## src/rtl/rstsel_pkg.sv

```systemverilog
package rstsel_pkg;

  // Source select codes; the code decides which trigger reaches the pin.
  typedef enum logic [1:0] {
    SRC_NONE = 2'b00,
    SRC_CMD  = 2'b01,
    SRC_WAKE = 2'b10,
    SRC_WDOG = 2'b11
  } src_sel_e;

  // Two-step service pattern, in the order it must be written.
  localparam logic [1:0] SVC_STEP1 = 2'b10;
  localparam logic [1:0] SVC_STEP2 = 2'b01;

  typedef enum logic {
    TRK_IDLE  = 1'b0,
    TRK_ARMED = 1'b1
  } svc_trk_e;

endpackage

```

## src/rtl/rstsel_rsync.sv

```systemverilog
module rstsel_rsync #(
  parameter int STAGES = 2
) (
  input  logic clk,
  input  logic rst_n,
  output logic rst_sync_n
);

  logic [STAGES-1:0] sync_q;
  logic [STAGES-1:0] sync_d;

  always_comb begin
    sync_d = {sync_q[STAGES-2:0], 1'b1};
  end

  always_ff @(posedge clk or negedge rst_n) begin
    if (!rst_n) begin
      sync_q <= '0;
    end else begin
      sync_q <= sync_d;
    end
  end

  assign rst_sync_n = sync_q[STAGES-1];

endmodule

```

## src/rtl/rstsel_cfg.sv

```systemverilog
module rstsel_cfg
  import rstsel_pkg::*;
(
  input  logic       clk,
  input  logic       rst_n,
  input  logic       wr_en,
  input  logic [1:0] wr_sel,
  input  logic [1:0] wr_svc,
  output src_sel_e   sel_q,
  output logic       wd_en_q,
  output logic       wd_start,
  output logic       svc_ok
);

  src_sel_e sel_d;
  logic     wd_en_d;
  logic     cfg_ce;
  svc_trk_e trk_q;
  svc_trk_e trk_d;

  // Select register: writable only until the watchdog has been chosen.
  always_comb begin
    sel_d    = sel_q;
    wd_en_d  = wd_en_q;
    wd_start = 1'b0;
    cfg_ce   = wr_en && !wd_en_q;
    if (cfg_ce) begin
      sel_d = src_sel_e'(wr_sel);
      if (wr_sel == SRC_WDOG) begin
        wd_en_d  = 1'b1;
        wd_start = 1'b1;
      end
    end
  end

  always_ff @(posedge clk or negedge rst_n) begin
    if (!rst_n) begin
      sel_q   <= SRC_NONE;
      wd_en_q <= 1'b0;
    end else if (cfg_ce) begin
      sel_q   <= sel_d;
      wd_en_q <= wd_en_d;
    end
  end

  // Service tracker: step one arms, step two on the very next write completes;
  // every other write returns to idle.
  always_comb begin
    trk_d  = trk_q;
    svc_ok = 1'b0;
    if (wr_en) begin
      if (trk_q == TRK_ARMED && wr_svc == SVC_STEP2) begin
        svc_ok = 1'b1;
        trk_d  = TRK_IDLE;
      end else if (trk_q == TRK_IDLE && wr_svc == SVC_STEP1) begin
        trk_d  = TRK_ARMED;
      end else begin
        trk_d  = TRK_IDLE;
      end
    end
  end

  always_ff @(posedge clk or negedge rst_n) begin
    if (!rst_n) begin
      trk_q <= TRK_IDLE;
    end else if (wr_en) begin
      trk_q <= trk_d;
    end
  end

endmodule

```

## src/rtl/rstsel_wdog.sv

```systemverilog
module rstsel_wdog #(
  parameter int WDOG_CYC = 983040,
  localparam int CNT_W   = $clog2(WDOG_CYC + 1)
) (
  input  logic             clk,
  input  logic             rst_n,
  input  logic             wd_en,
  input  logic             wd_start,
  input  logic             svc_ok,
  input  logic             hold,
  output logic             expire,
  output logic [CNT_W-1:0] cnt_q
);

  localparam logic [CNT_W-1:0] CNT_LAST = CNT_W'(WDOG_CYC - 1);

  logic [CNT_W-1:0] cnt_d;
  logic             cnt_ce;
  logic             at_last;

  always_comb begin
    cnt_ce  = wd_en || wd_start;
    at_last = (cnt_q == CNT_LAST);
    expire  = 1'b0;
    cnt_d   = cnt_q;
    if (!wd_en || wd_start) begin
      cnt_d = '0;
    end else if (hold || svc_ok) begin
      cnt_d = '0;
    end else if (at_last) begin
      cnt_d  = '0;
      expire = 1'b1;
    end else begin
      cnt_d = cnt_q + 1'b1;
    end
  end

  always_ff @(posedge clk or negedge rst_n) begin
    if (!rst_n) begin
      cnt_q <= '0;
    end else if (cnt_ce) begin
      cnt_q <= cnt_d;
    end
  end

endmodule

```

## src/rtl/rstsel_pulse.sv

```systemverilog
module rstsel_pulse
  import rstsel_pkg::*;
#(
  parameter int PULSE_CYC = 1440,
  localparam int PW       = $clog2(PULSE_CYC + 1),
  localparam int N_EVT    = 2
) (
  input  logic             clk,
  input  logic             rst_n,
  input  src_sel_e         sel_q,
  input  logic             wd_expire,
  input  logic [N_EVT-1:0] evt_in,
  output logic             busy_q
);

  localparam logic [PW-1:0] PCNT_LOAD = PW'(PULSE_CYC - 1);

  logic [N_EVT-1:0] evt_prev_q;
  logic [N_EVT-1:0] evt_hit;
  logic             trig;
  logic             busy_d;
  logic [PW-1:0]    pcnt_q;
  logic [PW-1:0]    pcnt_d;

  // One edge detector per event input, each routed by its own select code.
  for (genvar i = 0; i < N_EVT; i++) begin : g_evt
    localparam src_sel_e MY_SRC = (i == 0) ? SRC_CMD : SRC_WAKE;
    assign evt_hit[i] = evt_in[i] && !evt_prev_q[i] && (sel_q == MY_SRC);
  end

  always_ff @(posedge clk or negedge rst_n) begin
    if (!rst_n) begin
      evt_prev_q <= '0;
    end else begin
      evt_prev_q <= evt_in;
    end
  end

  always_comb begin
    trig   = wd_expire || (|evt_hit);
    busy_d = busy_q;
    pcnt_d = pcnt_q;
    if (!busy_q) begin
      if (trig) begin
        busy_d = 1'b1;
        pcnt_d = PCNT_LOAD;
      end
    end else if (pcnt_q == '0) begin
      busy_d = 1'b0;
    end else begin
      pcnt_d = pcnt_q - 1'b1;
    end
  end

  always_ff @(posedge clk or negedge rst_n) begin
    if (!rst_n) begin
      busy_q <= 1'b0;
      pcnt_q <= '0;
    end else begin
      busy_q <= busy_d;
      pcnt_q <= pcnt_d;
    end
  end

endmodule

```

## src/rtl/reset_source_sel.sv

```systemverilog
module reset_source_sel
  import rstsel_pkg::*;
#(
  parameter int WDOG_CYC    = 983040,
  parameter int PULSE_CYC   = 1440,
  parameter int SYNC_STAGES = 2,
  localparam int CNT_W      = $clog2(WDOG_CYC + 1)
) (
  input  logic       clk,
  input  logic       rst_n,
  input  logic       wr_en,
  input  logic [1:0] wr_sel,
  input  logic [1:0] wr_svc,
  input  logic       cmd_chg_evt,
  input  logic       wake_evt,
  output logic       rst_out
);

  logic             rst_sync_n;
  src_sel_e         sel_q;
  logic             wd_en;
  logic             wd_start;
  logic             svc_ok;
  logic             wd_expire;
  logic [CNT_W-1:0] wd_cnt;
  logic             busy;

  rstsel_rsync #(.STAGES(SYNC_STAGES)) u_rsync (
    .clk        (clk),
    .rst_n      (rst_n),
    .rst_sync_n (rst_sync_n)
  );

  rstsel_cfg u_cfg (
    .clk      (clk),
    .rst_n    (rst_sync_n),
    .wr_en    (wr_en),
    .wr_sel   (wr_sel),
    .wr_svc   (wr_svc),
    .sel_q    (sel_q),
    .wd_en_q  (wd_en),
    .wd_start (wd_start),
    .svc_ok   (svc_ok)
  );

  rstsel_wdog #(.WDOG_CYC(WDOG_CYC)) u_wdog (
    .clk      (clk),
    .rst_n    (rst_sync_n),
    .wd_en    (wd_en),
    .wd_start (wd_start),
    .svc_ok   (svc_ok),
    .hold     (busy),
    .expire   (wd_expire),
    .cnt_q    (wd_cnt)
  );

  rstsel_pulse #(.PULSE_CYC(PULSE_CYC)) u_pulse (
    .clk       (clk),
    .rst_n     (rst_sync_n),
    .sel_q     (sel_q),
    .wd_expire (wd_expire),
    .evt_in    ({wake_evt, cmd_chg_evt}),
    .busy_q    (busy)
  );

  assign rst_out = busy;

endmodule

```

## config.mk

```make
export PLATFORM = sky130hd
export DESIGN_NAME = reset_source_sel
export DESIGN_NICKNAME = d
export VERILOG_FILES = /design/src/rtl/rstsel_pkg.sv /design/src/rtl/rstsel_rsync.sv /design/src/rtl/rstsel_cfg.sv /design/src/rtl/rstsel_wdog.sv /design/src/rtl/rstsel_pulse.sv /design/src/rtl/reset_source_sel.sv
export SDC_FILE = /design/constraint.sdc
export NUM_CORES = 1
export LEC_CHECK = 0
export BUFFER_PORTS_ARGS = -buffer_cell sky130_fd_sc_hd__buf_2
export CORE_MARGIN = 1.5
export CORE_UTILIZATION = 45
export DETAILED_ROUTE_END_ITERATION = 8
export PLACE_DENSITY = 0.68
export SLEW_MARGIN = 20
export SYNTH_ARGS = -nofsm -noshare
export SYNTH_HDL_FRONTEND = slang
export SYNTH_HIERARCHICAL = 1
export SYNTH_SLANG_ARGS = --single-unit
```

## constraint.sdc

```tcl
create_clock -name clk -period 1.45 [get_ports clk]
set_input_delay 0.0725 -clock clk [delete_from_list [all_inputs] [get_ports clk]]
set_output_delay 0.0725 -clock clk [all_outputs]
set_load 0.005 [all_outputs]
```

# Word level (Yosys, flattened, before mapping)
# Index checks and enable logic that the tools add are counted.
# classes
n_bitwise	1
n_reduce_logical	19
muxes	18
n_eq_ne	7
n_addsub	2
# op_table
cell	n
$mux 20	3
$mux 11	3
$add 20x1->20 const B	1
$eq 20x20->1 const B	1
$mux 1	12
$logic_not 11->1	1
$sub 11x1->11 const B	1
$logic_and 1x1->1	7
$eq 2x2->1 const B	3
$eq 2x1->1 const B	2
$logic_or 1x1->1	4
$reduce_and 2->1	2
$logic_not 1->1	3
$ne 2x2->1 const B	1
$reduce_bool 2->1	1
$reduce_or 2->1	1
$not 1->1	1
# totals
register_bits	40
elab_cells	55
inputBits	9
out_inout_bits	1

# Logic depth before layout (Yosys ltp)
# logic_depth
ltp_word	10
depth_mapped	8
ltp_nobuf	8

# Hierarchy
# Netlist, hierarchy kept.
# by_module_without_submodules
mod	area_each_um2	seq_area_each_um2	cells_each	instances
rstsel_wdog	1116.1	500.5	119	1
rstsel_pulse	775.7	350.3	76	1
rstsel_cfg	190.2	100.1	12	1
rstsel_rsync	53.8	50.0	3	1

# Worst setup path after synthesis
# Ideal clock, no wire load.
# synth_path
kind	reg2reg
startpoint	register u_cfg.wd_en_q
endpoint	register u_wdog.cnt_q[17]
required_ns	1.362
setup_ns	0.088
setup_slack_ns	-0.745
synth_period_minus_slack_ns	2.195
arrival_time_ns	2.108
path_buffers	1
path_stages_with_launch	8
path_cell_list	dfrtp_1 -> nor2b_4 -> and3_2 -> o211ai_1 -> or4_1 -> clkbuf_1 -> or4_1 -> a22oi_1
# synth_between
elab_chain_cells	5
word_cells_on_any_way	6
classes_between	2 x mux; 4 x reduce/logical
# synth_lines
item	line_no	source
start, declared	rstsel_cfg.sv:10	output logic wd_en_q,
start signal, assigned	rstsel_cfg.sv:42	wd_en_q <= wd_en_d;
$logic_not 1->1 (*)	rstsel_cfg.sv:26	cfg_ce = wr_en && !wd_en_q;
$logic_and 1x1->1 (*)	rstsel_cfg.sv:26	
$mux 1 (*)	rstsel_cfg.sv:27	if (cfg_ce) begin
net wd_start	reset_source_sel.sv:22	logic wd_start;
$logic_or 1x1->1	rstsel_wdog.sv:26	if (!wd_en || wd_start) begin
$mux 20	rstsel_wdog.sv:26	
end signal, assigned	rstsel_wdog.sv:42	cnt_q <= cnt_d;
end, declared	rstsel_wdog.sv:12	output logic [CNT_W-1:0] cnt_q
# Mark *: on every way through the listed nets, which the timed path passes. The rest lies on a longest branch.
# A chain may end at the register's enable or synchronous reset.

# Final worst setup path
# Same ends and word-level chain as after synthesis.

==> summary.md <==
| Metric | Value |
|---|---|
| Cell area reported after detailed placement | 2770 um2 |
| Static Leak | 1.51 nW |
| Highest Clock Rate | 496 MHz |
| DIE AREA | 5170 um2 |
| Reg2reg end | u_wdog/cnt_q[17] |
| Peak fanout along the critical path | 7 |
| Cell count after synthesis | 210 |
| Initial antenna violation count | 0 |
| Post-Place Setup Slack | -0.585 ns |
| Failing checks | setup timing |
| Netlist area before placement | 2140 um2 |
| First-pass GRT wire length | 10000 um |
| Gp weighted congestion | 0.864 |
| Effective utilization at floorplan | 47.7% |
| Post-CTS clock slew at the launch and capture registers of the worst setup and hold paths | 0.08 ns |
| Worst path arrival time | 2.23 ns |
| Number of fill cells in the layout | 254 |
| Setup violators final | 32 |
| Top-Level Pins | 10 |
| Final non-filler cell area | 3520 um2 |
| CP cell instances | nor2b_4 > and3_4 > o211ai_1 > or4_4 > or4_1 > a22oi_1 |
| Total area of sequential cells | 1000 um2 |
| Total clock sinks | 40 |
| Register-to-Register Setup Slack | -0.57 ns |
| Horizontal die dimension | 71.9 um |
| Net count of the finished layout | 332 |
| Result of the run | finished, violations left |
| Source of the worst register-to-register timing path | u_cfg/wd_en_q |
| Final std cells w/o fill | 374 |
| Clock latency on the worst-skew pair | 0.30 ns |
| Die outline height | 71.9 um |
| Final worst slack | -0.566 ns |
| Final ANT Viol Nets | 0 |
| Min-delay worst type | input pin to async pin |
| Main synth FF type | dfrtp_1 |
| Layout cell share with drive strength beyond 1 | 54.7% |
| Worst-case vdd ir drop | 1.14 mV |
| Via count | 2179 |
| Post-DP HPWL | 3680 um |
| Critical path data required time | 1.67 ns |
| Setup repair after global routing missed its margin | yes |
| Number of port buffers | 9 |
| Final worst path period need | 2.02 ns |
| Critical Path Source Type | flop |
| Synth Register Bits | 40 |
| Pin count of the biggest net entering global routing | 39 |
| Final hold viol count | 0 |
| Number of vias per cell after detailed routing | 5.83 |
| Async set-or-reset flop fraction in the synthesized netlist | 100% |
| Last element of the critical path | u_wdog/cnt_q[17] |
| Final critical-path share of the clock period | 139% |
| Post-synthesis average cell area | 10.2 um2 |
| Part of the Yosys area used for sequential elements | 46.9% |
| TritonCTS clock tree | built |
| Multi-input logic area | 1350 um2 |
| Power density cells | 1090 nW/um2 |
| Kind of critical path | flop to flop |
| Site row count | 24 |
| Placeable core region | 4470 um2 |
| Root buffer cell | clkbuf_8 |
| Total Wirelength | 6850 um |
| Slowest stage delay, CP | 0.49 ns |
| Category of the worst setup path capture point | flop |
| Buffer depth of the longest clock path | 2 |
| H-tree Lvls | 2 |
| Number of synthesized flops with an enable pin | 0 |
| Timing startpoint of the critical path | u_cfg/wd_en_q |
| Number of diodes | 0 |
| Net count after synthesis | 221 |
| Max stage delay cell, worst path | or4_4 |
| Number of design-rule violations left by the first detailed-router iteration | 108 |
| Distinct cells, synth | 59 |
| Number of instances in the placed design | 333 |
| Overall routing resource usage | 24.8% |
| First-pass iteration count of the detailed router | 4 |
| Reg2Reg Depth | 6 |
| Count of max-cap constraint violations | 0 |
| Leftover overflow at the end of global routing | 0 |
| Vias in the first global route | 2179 |
| Max Slew Vio Count | 0 |
| Routed wirelength normalized by instance count | 18.3 um |
| Number of buffers added by the clock tree synthesis step | 5 |
| Post-synthesis to final-layout area growth | 64.6% |
| Clock tree skew after final layout | 0.00882 ns |
| Warnings, synthesis | 6 |
| DR DRC count | 0 |
cell families after synthesis:
family	share of synthesized area, %
other	0.176
adders and majority gates	1.17
DFF	46.9
xor gates and xnor gates	2.87
muxes	2.46
AOI/OAI and AO/OA	18.6
buffers and inverters	3.10
and+or+nand+nor	24.8
cell usage after synthesis (3+ instances only):
| cell | count | area (um2) |
|---|---|---|
| nor3_1 | 4 | 20.0 |
| nand2_1 | 18 | 67.6 |
| nand4_1 | 4 | 25.0 |
| clkbuf_1 | 4 | 15.0 |
| inv_1 | 10 | 37.5 |
| or4_1 | 6 | 45.0 |
| xnor2_1 | 7 | 61.3 |
| o31ai_1 | 3 | 22.5 |
| a21oi_1 | 10 | 50.1 |
| or3_1 | 5 | 31.3 |
| dfrtp_1 | 40 | 1000 |
| nand3_1 | 9 | 45.0 |
| nor4_1 | 3 | 18.8 |
| a22oi_1 | 7 | 52.6 |
| nor2_1 | 9 | 33.8 |
| o21ai_0 | 16 | 80.1 |
power by group:
part           internal, W  total [W]  switching (W)
clock network     0.000608    0.00100       0.000396
logic             0.000716    0.00140       0.000686
registers          0.00129    0.00142       0.000124
worst max-delay path: cells and delay by family, from the launching register on:
family | cells | cell delay (ns)
and+or+nand+nor | 4 | 1.22
DFF | 1 | 0.44
AOI/OAI and AO/OA | 2 | 0.29
final cells by class:
| type | count | area share (%) |
|---|---|---|
| Clock buffer | 7 | 2.74 |
| Timing Repair Buffer | 111 | 26.6 |
| Multi-Input combinational cell | 153 | 38.4 |
| Inverter | 10 | 1.07 |
| Tap cell | 52 | 1.85 |
| Sequential cell | 40 | 28.5 |
| Clock inverter | 1 | 0.854 |
state kept, by name (all words and copies together) (netlist names):
signal / flops
u_pulse/busy_q: 1
u_cfg/wd_en_q: 1
u_wdog/cnt_q: 20
u_pulse/evt_prev_q: 2
u_cfg/trk_q: 1
u_pulse/pcnt_q: 11
u_cfg/sel_q: 2
u_rsync/sync_q: 2
per-layer routing:
metal  up-vias  part of all wire, %  global-route usage, %
met3        26                  3.6                   4.72
met4         0                  3.7                   10.7
met5         -                    0                      0
met2        65                   51                   42.3
li1       1022                    -                      -
met1      1066                   41                   30.9
worst min path at each step:
| stage | from | to | slack (ns) | cells past startpoint |
|---|---|---|---|---|
| floorplan | rst_n | u_rsync/sync_q[0] | -0.22 | 0 |
| global placement | rst_n | u_rsync/sync_q[0] | -0.14 | 1 |
| global route | rst_n | u_rsync/sync_q[1] | 0.09 | 2 |
| CTS | rst_n | u_rsync/sync_q[0] | 0.08 | 2 |
| detailed placement | rst_n | u_rsync/sync_q[0] | -0.14 | 1 |
| finish | rst_n | u_rsync/sync_q[0] | 0.08 | 2 |
cell usage in the layout (no fill, tap or decap), types with 2 or more instances in the layout:
cell           Yosys  layout
a21oi_4            0       2
o31ai_1            3       2
o21ai_2            1       6
a22oi_2            0       3
mux2_4             2       2
clkbuf_16          0       2
nand2_1           18      17
nor3_1             4       4
o211ai_1           2       2
nor4bb_1           2       2
nand4_1            4       4
buf_4              0      81
buf_2              2       9
o21ai_4            0       3
o31a_1             2       2
a22oi_1            7       4
xnor2_1            7       7
or3_1              5       5
nor4_4             2       4
or4_1              6       3
buf_6              0      13
o21a_1             2       2
dlygate4sd3_1      0       3
inv_1             10      10
mux2_2             2       2
clkbuf_8           0       7
a21oi_2            1       8
nand3_1            9       8
buf_12             0       2
o21ai_0           16       7
or4b_4             0       2
nor2_1             9       8
or4_4              2       6
dfrtp_1           40      39
o41ai_2            1       2
what timing repair did:
item | CTS | global route
hold buffers | 3 | 0
resized for setup | 37 | 37
endpoints found under the setup margin | 32 | 32
gates cloned | 0 | 2
endpoints found under the hold margin | 4 | 0
buffers inserted | 24 | 13
pin swaps | 13 | 24
through the flow:
step	power [W]	TNS, ns	utilization, %	hold slack (ns)
finish	0.00382	-15.08	78.6	0.0814
global route	0.00403	-16.84	78.6	0.0895
CTS	0.00366	-11.27	72.7	0.0754
detailed placement	0.00254	-13.72	61.8	-0.139
global placement	0.00251	-12.49	61.8	-0.141
floorplan	0.00199	-13.53	-	-0.223
No activity file was read; power rests on OpenSTA's default activity.
